[src/rtl/evhs_pkg.sv]
package evhs_pkg;
   localparam int NCH      = 3;
   localparam int CH_F2O   = 0;
   localparam int CH_O2F   = 1;
   localparam int CH_BM    = 2;
   // OS register layout
   localparam int OS_GSTS  = 0;
   localparam int OS_GEN   = 1;
   localparam int OS_REL   = 8;
   localparam int OS_BMSTS = 16;
   localparam int OS_BMEN  = 17;
   // firmware register layout
   localparam int FW_STS   = 0;
   localparam int FW_EN    = 1;
   localparam int FW_REL   = 8;
   localparam int FW_BMCTL = 16;
   localparam int MIN_W    = 24;
   // channel-to-interrupt routing
   localparam logic [NCH-1:0] SCI_SRC = 3'b101;
   localparam logic [NCH-1:0] SMI_SRC = 3'b010;
endpackage

[src/rtl/evhs_chan.sv]
module evhs_chan #(
   parameter bit EN_RST = 1'b0
) (
   input  logic clk,
   input  logic rst_n,
   input  logic rel_set,
   input  logic sts_clr,
   input  logic en_we,
   input  logic en_wd,
   output logic rel,
   output logic sts,
   output logic en,
   output logic evt
);
   always_ff @(posedge clk) begin
      if (!rst_n) begin
         rel <= 1'b0;
         sts <= 1'b0;
      end else if (sts_clr) begin
         rel <= 1'b0;
         sts <= 1'b0;
      end else if (rel_set) begin
         rel <= 1'b1;
         sts <= 1'b1;
      end
   end

   always_ff @(posedge clk) begin
      if (!rst_n)     en <= EN_RST;
      else if (en_we) en <= en_wd;
   end

   assign evt = rel & en;
endmodule

[src/rtl/evhs_irq.sv]
module evhs_irq #(
   parameter int              NCH      = 3,
   parameter logic [NCH-1:0]  SCI_MASK = '0,
   parameter logic [NCH-1:0]  SMI_MASK = '0,
   parameter bit              OUT_REG  = 1'b1
) (
   input  logic           clk,
   input  logic           rst_n,
   input  logic [NCH-1:0] evt,
   output logic           sci,
   output logic           smi
);
   logic sci_d, smi_d;
   assign sci_d = |(evt & SCI_MASK);
   assign smi_d = |(evt & SMI_MASK);

   generate
      if (OUT_REG) begin : g_reg
         always_ff @(posedge clk) begin
            if (!rst_n) begin
               sci <= 1'b0;
               smi <= 1'b0;
            end else begin
               sci <= sci_d;
               smi <= smi_d;
            end
         end
      end else begin : g_comb
         assign sci = sci_d;
         assign smi = smi_d;
      end
   endgenerate
endmodule

[src/rtl/evt_handshake.sv]
module evt_handshake
   import evhs_pkg::*;
#(
   parameter int DATA_W  = 32,
   parameter bit OUT_REG = 1'b1,
   localparam int BE_W   = DATA_W / 8
) (
   input  logic              clk,
   input  logic              rst_n,
   input  logic              os_we,
   input  logic [BE_W-1:0]   os_be,
   input  logic [DATA_W-1:0] os_wd,
   output logic [DATA_W-1:0] os_rd,
   input  logic              fw_we,
   input  logic [BE_W-1:0]   fw_be,
   input  logic [DATA_W-1:0] fw_wd,
   output logic [DATA_W-1:0] fw_rd,
   output logic              sci,
   output logic              smi
);
   generate
      if (DATA_W < MIN_W || (DATA_W % 8) != 0) begin : g_bad_width
         $error("evt_handshake: DATA_W must be a multiple of 8 and at least %0d", MIN_W);
      end
   endgenerate

   function automatic logic hit(input logic we, input logic [BE_W-1:0] be,
                                input logic [DATA_W-1:0] wd, input int pos);
      return we & be[pos/8] & wd[pos];
   endfunction

   function automatic logic lane(input logic we, input logic [BE_W-1:0] be,
                                 input int pos);
      return we & be[pos/8];
   endfunction

   logic [NCH-1:0] rel_set, sts_clr, en_we, en_wd;
   logic [NCH-1:0] rel, sts, en, evt;

   always_comb begin
      rel_set[CH_F2O] = hit(fw_we, fw_be, fw_wd, FW_REL);
      sts_clr[CH_F2O] = hit(os_we, os_be, os_wd, OS_GSTS);
      en_we[CH_F2O]   = lane(os_we, os_be, OS_GEN);
      en_wd[CH_F2O]   = os_wd[OS_GEN];

      rel_set[CH_O2F] = hit(os_we, os_be, os_wd, OS_REL);
      sts_clr[CH_O2F] = hit(fw_we, fw_be, fw_wd, FW_STS);
      en_we[CH_O2F]   = lane(fw_we, fw_be, FW_EN);
      en_wd[CH_O2F]   = fw_wd[FW_EN];

      rel_set[CH_BM]  = hit(fw_we, fw_be, fw_wd, FW_BMCTL);
      sts_clr[CH_BM]  = hit(os_we, os_be, os_wd, OS_BMSTS);
      en_we[CH_BM]    = lane(os_we, os_be, OS_BMEN);
      en_wd[CH_BM]    = os_wd[OS_BMEN];
   end

   generate
      for (genvar c = 0; c < NCH; c++) begin : g_ch
         evhs_chan #(.EN_RST(1'b0)) u_chan (
            .clk     (clk),
            .rst_n   (rst_n),
            .rel_set (rel_set[c]),
            .sts_clr (sts_clr[c]),
            .en_we   (en_we[c]),
            .en_wd   (en_wd[c]),
            .rel     (rel[c]),
            .sts     (sts[c]),
            .en      (en[c]),
            .evt     (evt[c])
         );
      end
   endgenerate

   always_comb begin
      os_rd           = '0;
      os_rd[OS_GSTS]  = sts[CH_F2O];
      os_rd[OS_GEN]   = en[CH_F2O];
      os_rd[OS_REL]   = rel[CH_O2F];
      os_rd[OS_BMSTS] = sts[CH_BM];
      os_rd[OS_BMEN]  = en[CH_BM];

      fw_rd           = '0;
      fw_rd[FW_STS]   = sts[CH_O2F];
      fw_rd[FW_EN]    = en[CH_O2F];
      fw_rd[FW_REL]   = rel[CH_F2O];
      fw_rd[FW_BMCTL] = rel[CH_BM];
   end

   evhs_irq #(
      .NCH      (NCH),
      .SCI_MASK (SCI_SRC),
      .SMI_MASK (SMI_SRC),
      .OUT_REG  (OUT_REG)
   ) u_irq (
      .clk   (clk),
      .rst_n (rst_n),
      .evt   (evt),
      .sci   (sci),
      .smi   (smi)
   );
endmodule

[config.mk]
export PLATFORM = sky130hd
export DESIGN_NAME = evt_handshake
export DESIGN_NICKNAME = d
export VERILOG_FILES = /design/src/rtl/evhs_pkg.sv /design/src/rtl/evhs_chan.sv /design/src/rtl/evhs_irq.sv /design/src/rtl/evt_handshake.sv
export SDC_FILE = /design/constraint.sdc
export NUM_CORES = 1
export LEC_CHECK = 0
export ABC_AREA = 1
export BUFFER_PORTS_ARGS = -buffer_cell sky130_fd_sc_hd__clkbuf_2
export CAP_MARGIN = 20
export CORE_MARGIN = 4
export CORE_UTILIZATION = 27
export DETAILED_ROUTE_END_ITERATION = 7
export PLACE_DENSITY = 0.91
export SYNTH_ARGS = -nofsm -noshare
export SYNTH_HDL_FRONTEND = slang
export SYNTH_SLANG_ARGS = --single-unit
[constraint.sdc]
create_clock -name clk -period 0.8 [get_ports clk]
set_input_delay 0.08 -clock clk [delete_from_list [all_inputs] [get_ports clk]]
set_output_delay 0.08 -clock clk [all_outputs]
set_load 0.02 [all_outputs]
---- After elaboration in Yosys (flattened, before gate mapping) ----
Cells that the tools add are included.
W data, S select, Z words.
storage, ports and cells
  output and inout bits ................... 66
  bits in registers ....................... 8
  bits of input ports ..................... 76
  ROM bits ................................ 0
  memory bits (writable) .................. 0
  logic and storage cells ................. 28
  memories ................................ 0
  latch bits .............................. 0
cells by class
  mux-type cells .......................... 0
  divide/modulo/power cells ............... 0
  add/sub/neg operators ................... 0
  multipliers ............................. 0
  shift operators ......................... 0
  reduce and logical (&&, ||, !) cells .... 4
  order comparisons ....................... 0
  eq/ne operators ......................... 0
  bitwise operators ....................... 16
operator list
  kind              count
  $and A1 B1 Y1     15
  $reduce_or A2 Y1  4
  $not A1 Y1        1

---- Logic depth before layout (Yosys ltp) ----
Gate-level depths: netlist of the first run.
  depth after elaboration ................. 3
  depth in mapped cells ................... 4
  mapped depth without buffers ............ 4

---- By module ----
A second synthesis of the first run with hierarchy kept.
unflattened totals
  cell total of the unflattened synthesis .. 126
  area total of the unflattened synthesis .. 828.3 µm²
modules (own cells, without submodules)
  module         cells each  area each (µm²)  instances  seq. area each (µm²)
  evt_handshake  77          503.0            1          0.0
  evhs_chan      14          88.8             3          40.0
  evhs_irq       7           58.8             1          40.0

---- Worst setup path after synthesis of the first run ----
OpenSTA, ideal clock, no wires.
  path kind ............................... register to register
  start point ............................. reg g_ch[1].u_chan.rel (netlist name)
  end point ............................... reg g_ch[1].u_chan.rel
  stages on the path, launching flop included .. 5
  setup slack ............................. 0.217 ns
  required time ........................... 0.690 ns
  setup time .............................. 0.110 ns
  path buffers ............................ 0
  period minus slack after synthesis ...... 0.583 ns
  arrival ................................. 0.473 ns
  cell sequence ........................... dfxtp_1 -> inv_1 -> nand2_1 -> inv_1 -> nor2_2
RTL lines
  element               RTL line         text
  end signal, assigned  evhs_chan.sv:17  rel <= 1'b0;
  end signal, assigned  evhs_chan.sv:20  rel <= 1'b0;
  end signal, assigned  evhs_chan.sv:23  rel <= 1'b1;
  end, declared         evhs_chan.sv:10  output logic rel,

---- Worst setup path in the final report of the first run ----
  start point ............................. reg g_ch[1].u_chan.rel
  end point ............................... out os_rd[8]
RTL lines
  element        RTL line             text
  end, declared  evt_handshake.sv:13  output logic [DATA_W-1:0] os_rd,
No word-level cell between the ends.

==> load_flow_metrics.sql, run 1 <==
INSERT INTO impl_metrics (metric_group, metric, value, unit) VALUES
('cts', 'tritoncts_sinks', '8', ''),
('grt', 'initial_antenna_violation_count', '0', ''),
('cells_and_area', 'postLayoutCoreUtil', '31.13', '%'),
('power_and_ir_drop', 'total_power', '1.165', 'mW'),
('cells_and_area', 'diodes', '0', ''),
('die', 'floorplan.core_area', '0.002805', 'mm2'),
('synth', 'yosysWarningCount', '0', ''),
('cts', 'cts_root_buffer', 'sky130_fd_sc_hd__clkbuf_4', ''),
('timing', 'timing.fmax', '1222', 'MHz'),
('cts', 'worstSkewPairLatency', '250', 'ps'),
('route', 'post-route-drc-count', '0', ''),
('worst_setup_path', 'timing.critical_path.arrival', '740', 'ps'),
('cts', 'numCtsBuffers', '3', ''),
('route', 'ant_nets', '0', ''),
('cells_and_area', 'layout.cells.most_common_list', 'sky130_fd_sc_hd__conb_1, sky130_fd_sc_hd__clkbuf_2, sky130_fd_sc_hd__nand2_1', ''),
('placed_design', 'dp_hpwl', '1145', 'um'),
('die', 'io-pin-count', '142', ''),
('run_status', 'status', 'complete, but fails checks', ''),
('cells_and_area', 'n_fill_cell', '282', ''),
('worst_setup_path', 'path_max_fanout', '4', ''),
('cts', 'deepest_level_of_the_cts_h_tree', '1', ''),
('grt', 'global_route_wire_length_before_repair', '1925', 'um'),
('route', 'route.detailed.vias_per_inst', '3.413', ''),
('flow_run', 'max_cap_violations', '0', ''),
('placed_design', 'final_estimated_routing_congestion_in_global_placement', '0.6751', ''),
('timing', 'post-route-worst-setup-slack', '-18.36', 'ps'),
('worst_setup_path', 'worst-setup-path-type', 'reg2out', ''),
('timing', 'number_of_pins_with_negative_max_slew_slack_in_the_final_report', '0', ''),
('cts', 'clk_path_buf_depth', '2', ''),
('die', 'dieHeight', '62.76', 'um'),
('die', 'floorplan.initialDensity', '28.86', '%'),
('cells_and_area', 'layout_commonest_cell', 'sky130_fd_sc_hd__conb_1', ''),
('cells_and_area', 'syn_to_final_growth', '7.883', '%'),
('synth', 'ys_seq_area_share', '19.78', '%'),
('route', 'num_vias', '570', ''),
('synth', 'post_synth_instance_area', '809.5', 'um2'),
('route', 'dr.first_iter.drc_count', '30', ''),
('worst_setup_path', 'worst-path-buf-inv', '1', ''),
('cells_and_area', 'area.sequential', '177.7', 'um2'),
('grt', 'gr-usage-all-layers', '6.142', '%'),
('cells_and_area', 'layout-drive-gt1-share', '32.35', '%'),
('worst_setup_path', 'critical_path.cell_chain', 'buf_8', ''),
('power_and_ir_drop', 'power.static_leakage', '0.5012', 'nW'),
('die', 'chipWidth', '62.76', 'um'),
('cts', 'ctsHoldBuffers', '0', ''),
('cells_and_area', 'multi_input_comb_area', '345.3', 'um2'),
('route', 'detailedRoute.firstPassIterationCount', '4', ''),
('grt', 'first_global_vias', '448', ''),
('timing', 'post-route-min-period', '818.4', 'ps'),
('worst_setup_path', 'slowest_delay', '360', 'ps'),
('hold_path', 'hp-class', 'in2reg', ''),
('timing', 'holdWs', '57.00', 'ps'),
('synth', 'synth.avg_cell_area', '7.228', 'um2'),
('worst_setup_path', 'startpoint_type', 'flip-flop', ''),
('cells_and_area', 'final_nets', '214', ''),
('run_status', 'failed_checks', 'setup timing', ''),
('worst_setup_path', 'critical_path.endpoint_type', 'primary output', ''),
('timing', 'timing.final.crit_share', '102.3', '%'),
('worst_setup_path', 'critPathTopFamily', 'flip-flops', ''),
('synth', 'yosys_register_bits', '8', ''),
('route', 'detail_route.wl_per_cell', '9.048', 'um'),
('die', 'placement_rows', '19', ''),
('timing', 'timing.final.hold_violations', '0', ''),
('placed_design', 'io_buffers', '29', ''),
('die', 'die_ar', '0.003938', 'mm2'),
('cts', 'clock_tree_from_tritoncts', 'built', ''),
('power_and_ir_drop', 'power.density_cell_area', '1334', 'mW/mm2'),
('worst_setup_path', 'critical-path-slowest-cell', 'sky130_fd_sc_hd__dfxtp_4', ''),
('timing', 'setup_repair_after_global_routing_missed_its_margin', 'true', ''),
('route', 'wirelength', '1511', 'um'),
('grt', 'grt_max_degree', '8', ''),
('worst_setup_path', 'worst_ep_required_time', '720', 'ps'),
('timing', 'final-setup-viol-count', '6', ''),
('cts', 'worst_setup_hold_path_clk_slew', '50', 'ps'),
('power_and_ir_drop', 'vdd_ir_drop_max', '0.4898', 'mV'),
('timing', 'fin_skew', '1.232', 'ps'),
('synth', 'yosysUniqueCellTypes', '10', ''),
('synth', 'synth_cells', '112', ''),
('grt', 'grt_remaining_overflow', '0', '');
==> metal layers <==
metal / vias to the layer above / part of all wire (%) / track usage, %
li1: 270 / - / -
met1: 241 / 26 / 5.172
met2: 57 / 56 / 12.92
met3: 2 / 16 / 1.259
met4: 0 / 1.6 / 3.306
met5: - / 0 / 0
==> cell type report <==
type	instances	share of cell area, %
clock buffers	3	2.579
inverters	7	3.009
multi-input cells	87	39.54
flip-flops and latches	8	20.34
well taps	31	4.441
repair buffers	31	30.09
==> registers in the layout (all words and copies together) (netlist names) <==
signal / cells
u_irq.smi: 1
g_ch.u_chan.en: 3
g_ch.u_chan.rel: 3
u_irq.sci: 1
==> synthesized netlist by cell type <==
master / instances / area [um2]
sky130_fd_sc_hd__conb_1: 1 / 3.750
sky130_fd_sc_hd__inv_2: 1 / 3.750
sky130_fd_sc_hd__dfxtp_1: 8 / 160.2
sky130_fd_sc_hd__nand2_1: 15 / 56.30
sky130_fd_sc_hd__nand3_1: 9 / 45.04
sky130_fd_sc_hd__buf_4: 64 / 480.5
sky130_fd_sc_hd__a21oi_1: 4 / 20.02
sky130_fd_sc_hd__nor2_2: 1 / 6.260
sky130_fd_sc_hd__nor2_1: 3 / 11.26
sky130_fd_sc_hd__inv_1: 6 / 22.52
==> logic make-up after synthesis <==
| kind of cell | after synthesis | synth area share [%] |
|---|---|---|
| buffers and inverters | 71 | 62.60 |
| DFF | 8 | 19.78 |
| and+or+nand+nor | 28 | 14.68 |
| other | 1 | 0.4632 |
| AOI/OAI and AO/OA | 4 | 2.473 |
==> worst paths after layout <==
check / start / endpoint / slack [ps] / depth (start not counted)
setup reg to reg: g_ch[0].u_chan.rel / g_ch[0].u_chan.rel / 40 / 5
setup / recovery: g_ch[1].u_chan.rel / os_rd[8] / -20 / 1
hold reg to reg: g_ch[1].u_chan.en / u_irq.smi / 460 / 2
hold / removal: os_wd[17] / g_ch[2].u_chan.en / 60 / 3
==> stage by stage <==
stage,cells,setup slack (ps),setup TNS [ps],cell area (um2)
after floorplan,166,216.9,0,1012
after global routing,167,-32.48,-214.6,873.3
after CTS,167,-39.82,-270.7,839.6
after detailed placement,162,155.0,0,715.7
after global placement,162,165.8,0,715.7
final,167,-18.36,-96.66,873.3
==> what timing repair did <==
| action | 4_1_cts | 5_1_grt |
|---|---|---|
| gates cloned | 0 | 0 |
| gates resized for setup | 24 | 20 |
| buffers inserted | 2 | 0 |
| setup endpoints to repair | 9 | 11 |
| pin swaps | 0 | 0 |
| endpoints found under the hold margin | 0 | 0 |
==> where the power goes <==
| part | total [mW] | leakage, nW | switching [mW] | internal (mW) |
|---|---|---|---|---|
| combinational | 0.435 | 0.418 | 0.324 | 0.111 |
| clock | 0.299 | 0.0138 | 0.128 | 0.171 |
| sequential | 0.431 | 0.0696 | 0.0195 | 0.412 |
Note: power is estimated with default switching activity, not from simulation.
==> run 2, diff against run 1 <==
--- a/config.mk
+++ b/config.mk
@@ -9,9 +9,9 @@
 export BUFFER_PORTS_ARGS = -buffer_cell sky130_fd_sc_hd__clkbuf_2
 export CAP_MARGIN = 20
 export CORE_MARGIN = 4
-export CORE_UTILIZATION = 27
+export CORE_UTILIZATION = 29
 export DETAILED_ROUTE_END_ITERATION = 7
-export PLACE_DENSITY = 0.91
+export PLACE_DENSITY = 0.95
 export SYNTH_ARGS = -nofsm -noshare
 export SYNTH_HDL_FRONTEND = slang
 export SYNTH_SLANG_ARGS = --single-unit
==> constraint.sdc (replaced) <==
create_clock -name clk -period 0.95 [get_ports clk]
set_input_delay 0.095 -clock clk [delete_from_list [all_inputs] [get_ports clk]]
set_output_delay 0.095 -clock clk [all_outputs]
set_load 0.05 [all_outputs]
==> run 2 against run 1 <==
  * The flow now finishes without violations
  * Sequential power shrank 16%
  * Critical path depth stayed put
  * Non-clock buffer count fell by 2
  * Clock power down 14%
  * Flip-flop and latch count unchanged
  * First-iteration DRC count decreased by 47%
  * Critical endpoint is now os_rd[0]
  * Largest cell class unchanged
==> load_flow_metrics.sql, run 2 (synthesized netlist as in run 1, its figures left out) <==
INSERT INTO impl_metrics (metric_group, metric, value, unit) VALUES
('worst_setup_path', 'critical_path.endpoint_type', 'primary output', ''),
('placed_design', 'post-place-ws', '167.2', 'ps'),
('die', 'dieHeight', '60.84', 'um'),
('die', 'floorplan.core_area', '0.002567', 'mm2'),
('die', 'placement_rows', '18', ''),
('cells_and_area', 'layout-drive-gt1-share', '26.87', '%'),
('cts', 'clk_path_buf_depth', '2', ''),
('cts', 'clock_tree_from_tritoncts', 'built', ''),
('cells_and_area', 'layout_commonest_cell', 'sky130_fd_sc_hd__conb_1', ''),
('die', 'chipWidth', '60.84', 'um'),
('cells_and_area', 'top_regs', 'g_ch.u_chan.en x3, g_ch.u_chan.rel x3', ''),
('grt', 'gr-usage-all-layers', '5.633', '%'),
('placed_design', 'placed_cells', '161', ''),
('die', 'floorplan.initialDensity', '31.53', '%'),
('route', 'wirelength_met1', '334', 'um'),
('worst_setup_path', 'worst-path-buf-inv', '1', ''),
('worst_setup_path', 'setup.worst_path.start', 'g_ch[0].u_chan.rel', ''),
('timing', 'timing.final.hold_violations', '0', ''),
('route', 'num_vias', '542', ''),
('hold_path', 'hp-class', 'in2reg', ''),
('cts', 'cts_root_buffer', 'sky130_fd_sc_hd__clkbuf_4', ''),
('route', 'met3WireLength', '234', 'um'),
('worst_setup_path', 'slowest_delay', '360', 'ps'),
('grt', 'initial_antenna_violation_count', '0', ''),
('worst_setup_path', 'critical-path-slowest-cell', 'sky130_fd_sc_hd__dfxtp_1', ''),
('power_and_ir_drop', 'clock_power_share', '20.0', '%'),
('worst_setup_path', 'worst_ep_required_time', '850', 'ps'),
('worst_setup_path', 'startpoint_type', 'flip-flop', ''),
('run_status', 'status', 'complete, no violations', ''),
('cts', 'numCtsBuffers', '3', ''),
('worst_setup_path', 'critPathTopFamily', 'flip-flops', ''),
('timing', 'timing.fmax', '1069', 'MHz'),
('grt', 'grt_remaining_overflow', '0', ''),
('cells_and_area', 'final-instance-count-excl-fill', '164', ''),
('power_and_ir_drop', 'power.density_cell_area', '1628', 'mW/mm2'),
('route', 'detailed_route_wirelength_on_metal2', '728', 'um'),
('route', 'ant_nets', '0', ''),
('timing', 'post-route-worst-setup-slack', '14.90', 'ps'),
('worst_setup_path', 'timing.critical_path.arrival', '840', 'ps'),
('die', 'die_ar', '0.003701', 'mm2'),
('route', 'wirelength', '1346', 'um'),
('cts', 'worst_setup_hold_path_clk_slew', '50', 'ps'),
('worst_setup_path', 'internal_reg_to_reg_setup_slack', '300', 'ps'),
('power_and_ir_drop', 'power_frac_comb', '51.7', '%'),
('route', 'dr.first_iter.drc_count', '16', ''),
('power_and_ir_drop', 'p_int', '0.5670', 'mW'),
('timing', 'number_of_pins_with_negative_max_slew_slack_in_the_final_report', '0', ''),
('cts', 'tritoncts_sinks', '8', ''),
('power_and_ir_drop', 'vdd_ir_drop_max', '0.8326', 'mV'),
('worst_setup_path', 'setup.worst_path.end', 'os_rd[0]', ''),
('power_and_ir_drop', 'p_seq_share', '28.2', '%'),
('route', 'detail_route.wl_per_cell', '8.207', 'um'),
('worst_setup_path', 'critical_path.cell_chain', 'buf_4', ''),
('worst_setup_path', 'crit-reg2reg-capture', 'g_ch[0].u_chan.rel', ''),
('cts', 'ctsHoldBuffers', '0', ''),
('route', 'detailedRoute.firstPassIterationCount', '4', ''),
('route', 'route.detailed.vias_per_inst', '3.305', ''),
('timing', 'fin_skew', '0.7390', 'ps'),
('grt', 'grt_max_degree', '8', ''),
('cells_and_area', 'diodes', '0', ''),
('placed_design', 'dp_hpwl', '1188', 'um'),
('cts', 'post-cts-setup-buffer-count', '0', ''),
('placed_design', 'io_buffers', '29', ''),
('cells_and_area', 'final_nets', '212', ''),
('timing', 'timing.final.crit_share', '98.43', '%'),
('timing', 'final-setup-viol-count', '0', ''),
('placed_design', 'final_estimated_routing_congestion_in_global_placement', '0.6403', ''),
('worst_setup_path', 'crit-reg2reg-launch', 'g_ch[0].u_chan.rel', ''),
('route', 'post-route-drc-count', '0', ''),
('timing', 'setup_total_negative_slack', '0', 'ps'),
('grt', 'first_global_vias', '388', ''),
('cts', 'deepest_level_of_the_cts_h_tree', '1', ''),
('power_and_ir_drop', 'switching_power', '0.7145', 'mW'),
('worst_setup_path', 'worst-setup-path-type', 'reg2out', ''),
('power_and_ir_drop', 'power.static_leakage', '0.4726', 'nW'),
('worst_setup_path', 'worstRegToRegCells', '4', ''),
('timing', 'post-route-min-period', '935.1', 'ps'),
('grt', 'global_route_wire_length_before_repair', '1483', 'um'),
('worst_setup_path', 'path_max_fanout', '4', ''),
('timing', 'setup_repair_after_global_routing_missed_its_margin', 'true', ''),
('power_and_ir_drop', 'swShare', '55.75', '%'),
('cells_and_area', 'layout.cells.most_common_list', 'sky130_fd_sc_hd__conb_1, sky130_fd_sc_hd__clkbuf_2, sky130_fd_sc_hd__nand2_1', ''),
('die', 'io-pin-count', '142', ''),
('worst_setup_path', 'cp.depth', '1', ''),
('flow_run', 'max_cap_violations', '0', ''),
('cells_and_area', 'n_fill_cell', '275', ''),
('cts', 'worstSkewPairLatency', '260', 'ps'),
('route', 'uppermost_layer_routed', 'met4', ''),
('cells_and_area', 'syn_to_final_growth', '-2.782', '%');
[run 2: cell count changes in the layout (fill, tap and decap cells not counted)]
cell	previous run	this run
sky130_fd_sc_hd__buf_8	9	0
sky130_fd_sc_hd__clkbuf_8	0	4
sky130_fd_sc_hd__dfxtp_4	3	0
sky130_fd_sc_hd__dfxtp_1	0	6
sky130_fd_sc_hd__buf_6	2	0
sky130_fd_sc_hd__clkbuf_2	18	20
sky130_fd_sc_hd__dfxtp_2	5	2
sky130_fd_sc_hd__buf_4	2	4
sky130_fd_sc_hd__clkbuf_4	3	4
[run 2: stage by stage]
step	hold slack [ps]	util [%]	total power [mW]	area, um2
after floorplan	219.3	-	1.138	1012
after global placement	339.7	27.83	1.003	714.4
after detailed placement	345.3	27.83	1.005	714.4
after CTS	79.80	30.60	1.280	785.8
after global routing	87.87	30.65	1.322	787.0
final	77.42	30.65	1.281	787.0
[run 2: final cells by class]
class,instances,area (um2),area share [%]
Multi-Input combinational cell,87,345.3,43.88
Timing Repair Buffer,29,192.7,24.48
Sequential cell,8,162.7,20.67
Tap cell,30,37.54,4.769
Inverter,7,26.28,3.339
Clock buffer,3,22.52,2.862
[run 2: what timing repair did]
action                                  CTS  global route
resized for setup                        14             5
endpoints found under the setup margin    9             6
cloned                                    0             0
[run 2: worst min path at each step]
stage | startpoint | end | cells past startpoint
finish | fw_wd[1] | g_ch[1].u_chan.en | 3
detailed placement | fw_wd[1] | g_ch[1].u_chan.en | 3
floorplan | rst_n | g_ch[0].u_chan.rel | 2
global placement | os_wd[1] | g_ch[0].u_chan.en | 3
CTS | fw_wd[1] | g_ch[1].u_chan.en | 3
global route | fw_wd[1] | g_ch[1].u_chan.en | 3
[run 2: power by group through the flow]
stage                     Sequential [mW]  Combinational (mW)  Clock [mW]
after floorplan                     0.366               0.772           0
after global placement              0.366               0.637           0
after detailed placement            0.367               0.638           0
after CTS                           0.361               0.656       0.263
after global routing                0.363               0.692       0.267
final                               0.362               0.663       0.257
[run 2: routing by layer]
metal | vias to the layer above | global-route usage [%]
met5 | - | 0
met4 | 0 | 6.502
met3 | 5 | 0.8511
met2 | 48 | 10.99
met1 | 222 | 4.177
li1 | 267 | -
[run 2: worst register-to-register path, stage by stage (launching register included)]
cell	delay (ps)
sky130_fd_sc_hd__dfxtp_1	360
sky130_fd_sc_hd__inv_1	50
sky130_fd_sc_hd__nand2_1	60
sky130_fd_sc_hd__inv_1	30
sky130_fd_sc_hd__nor2_1	80
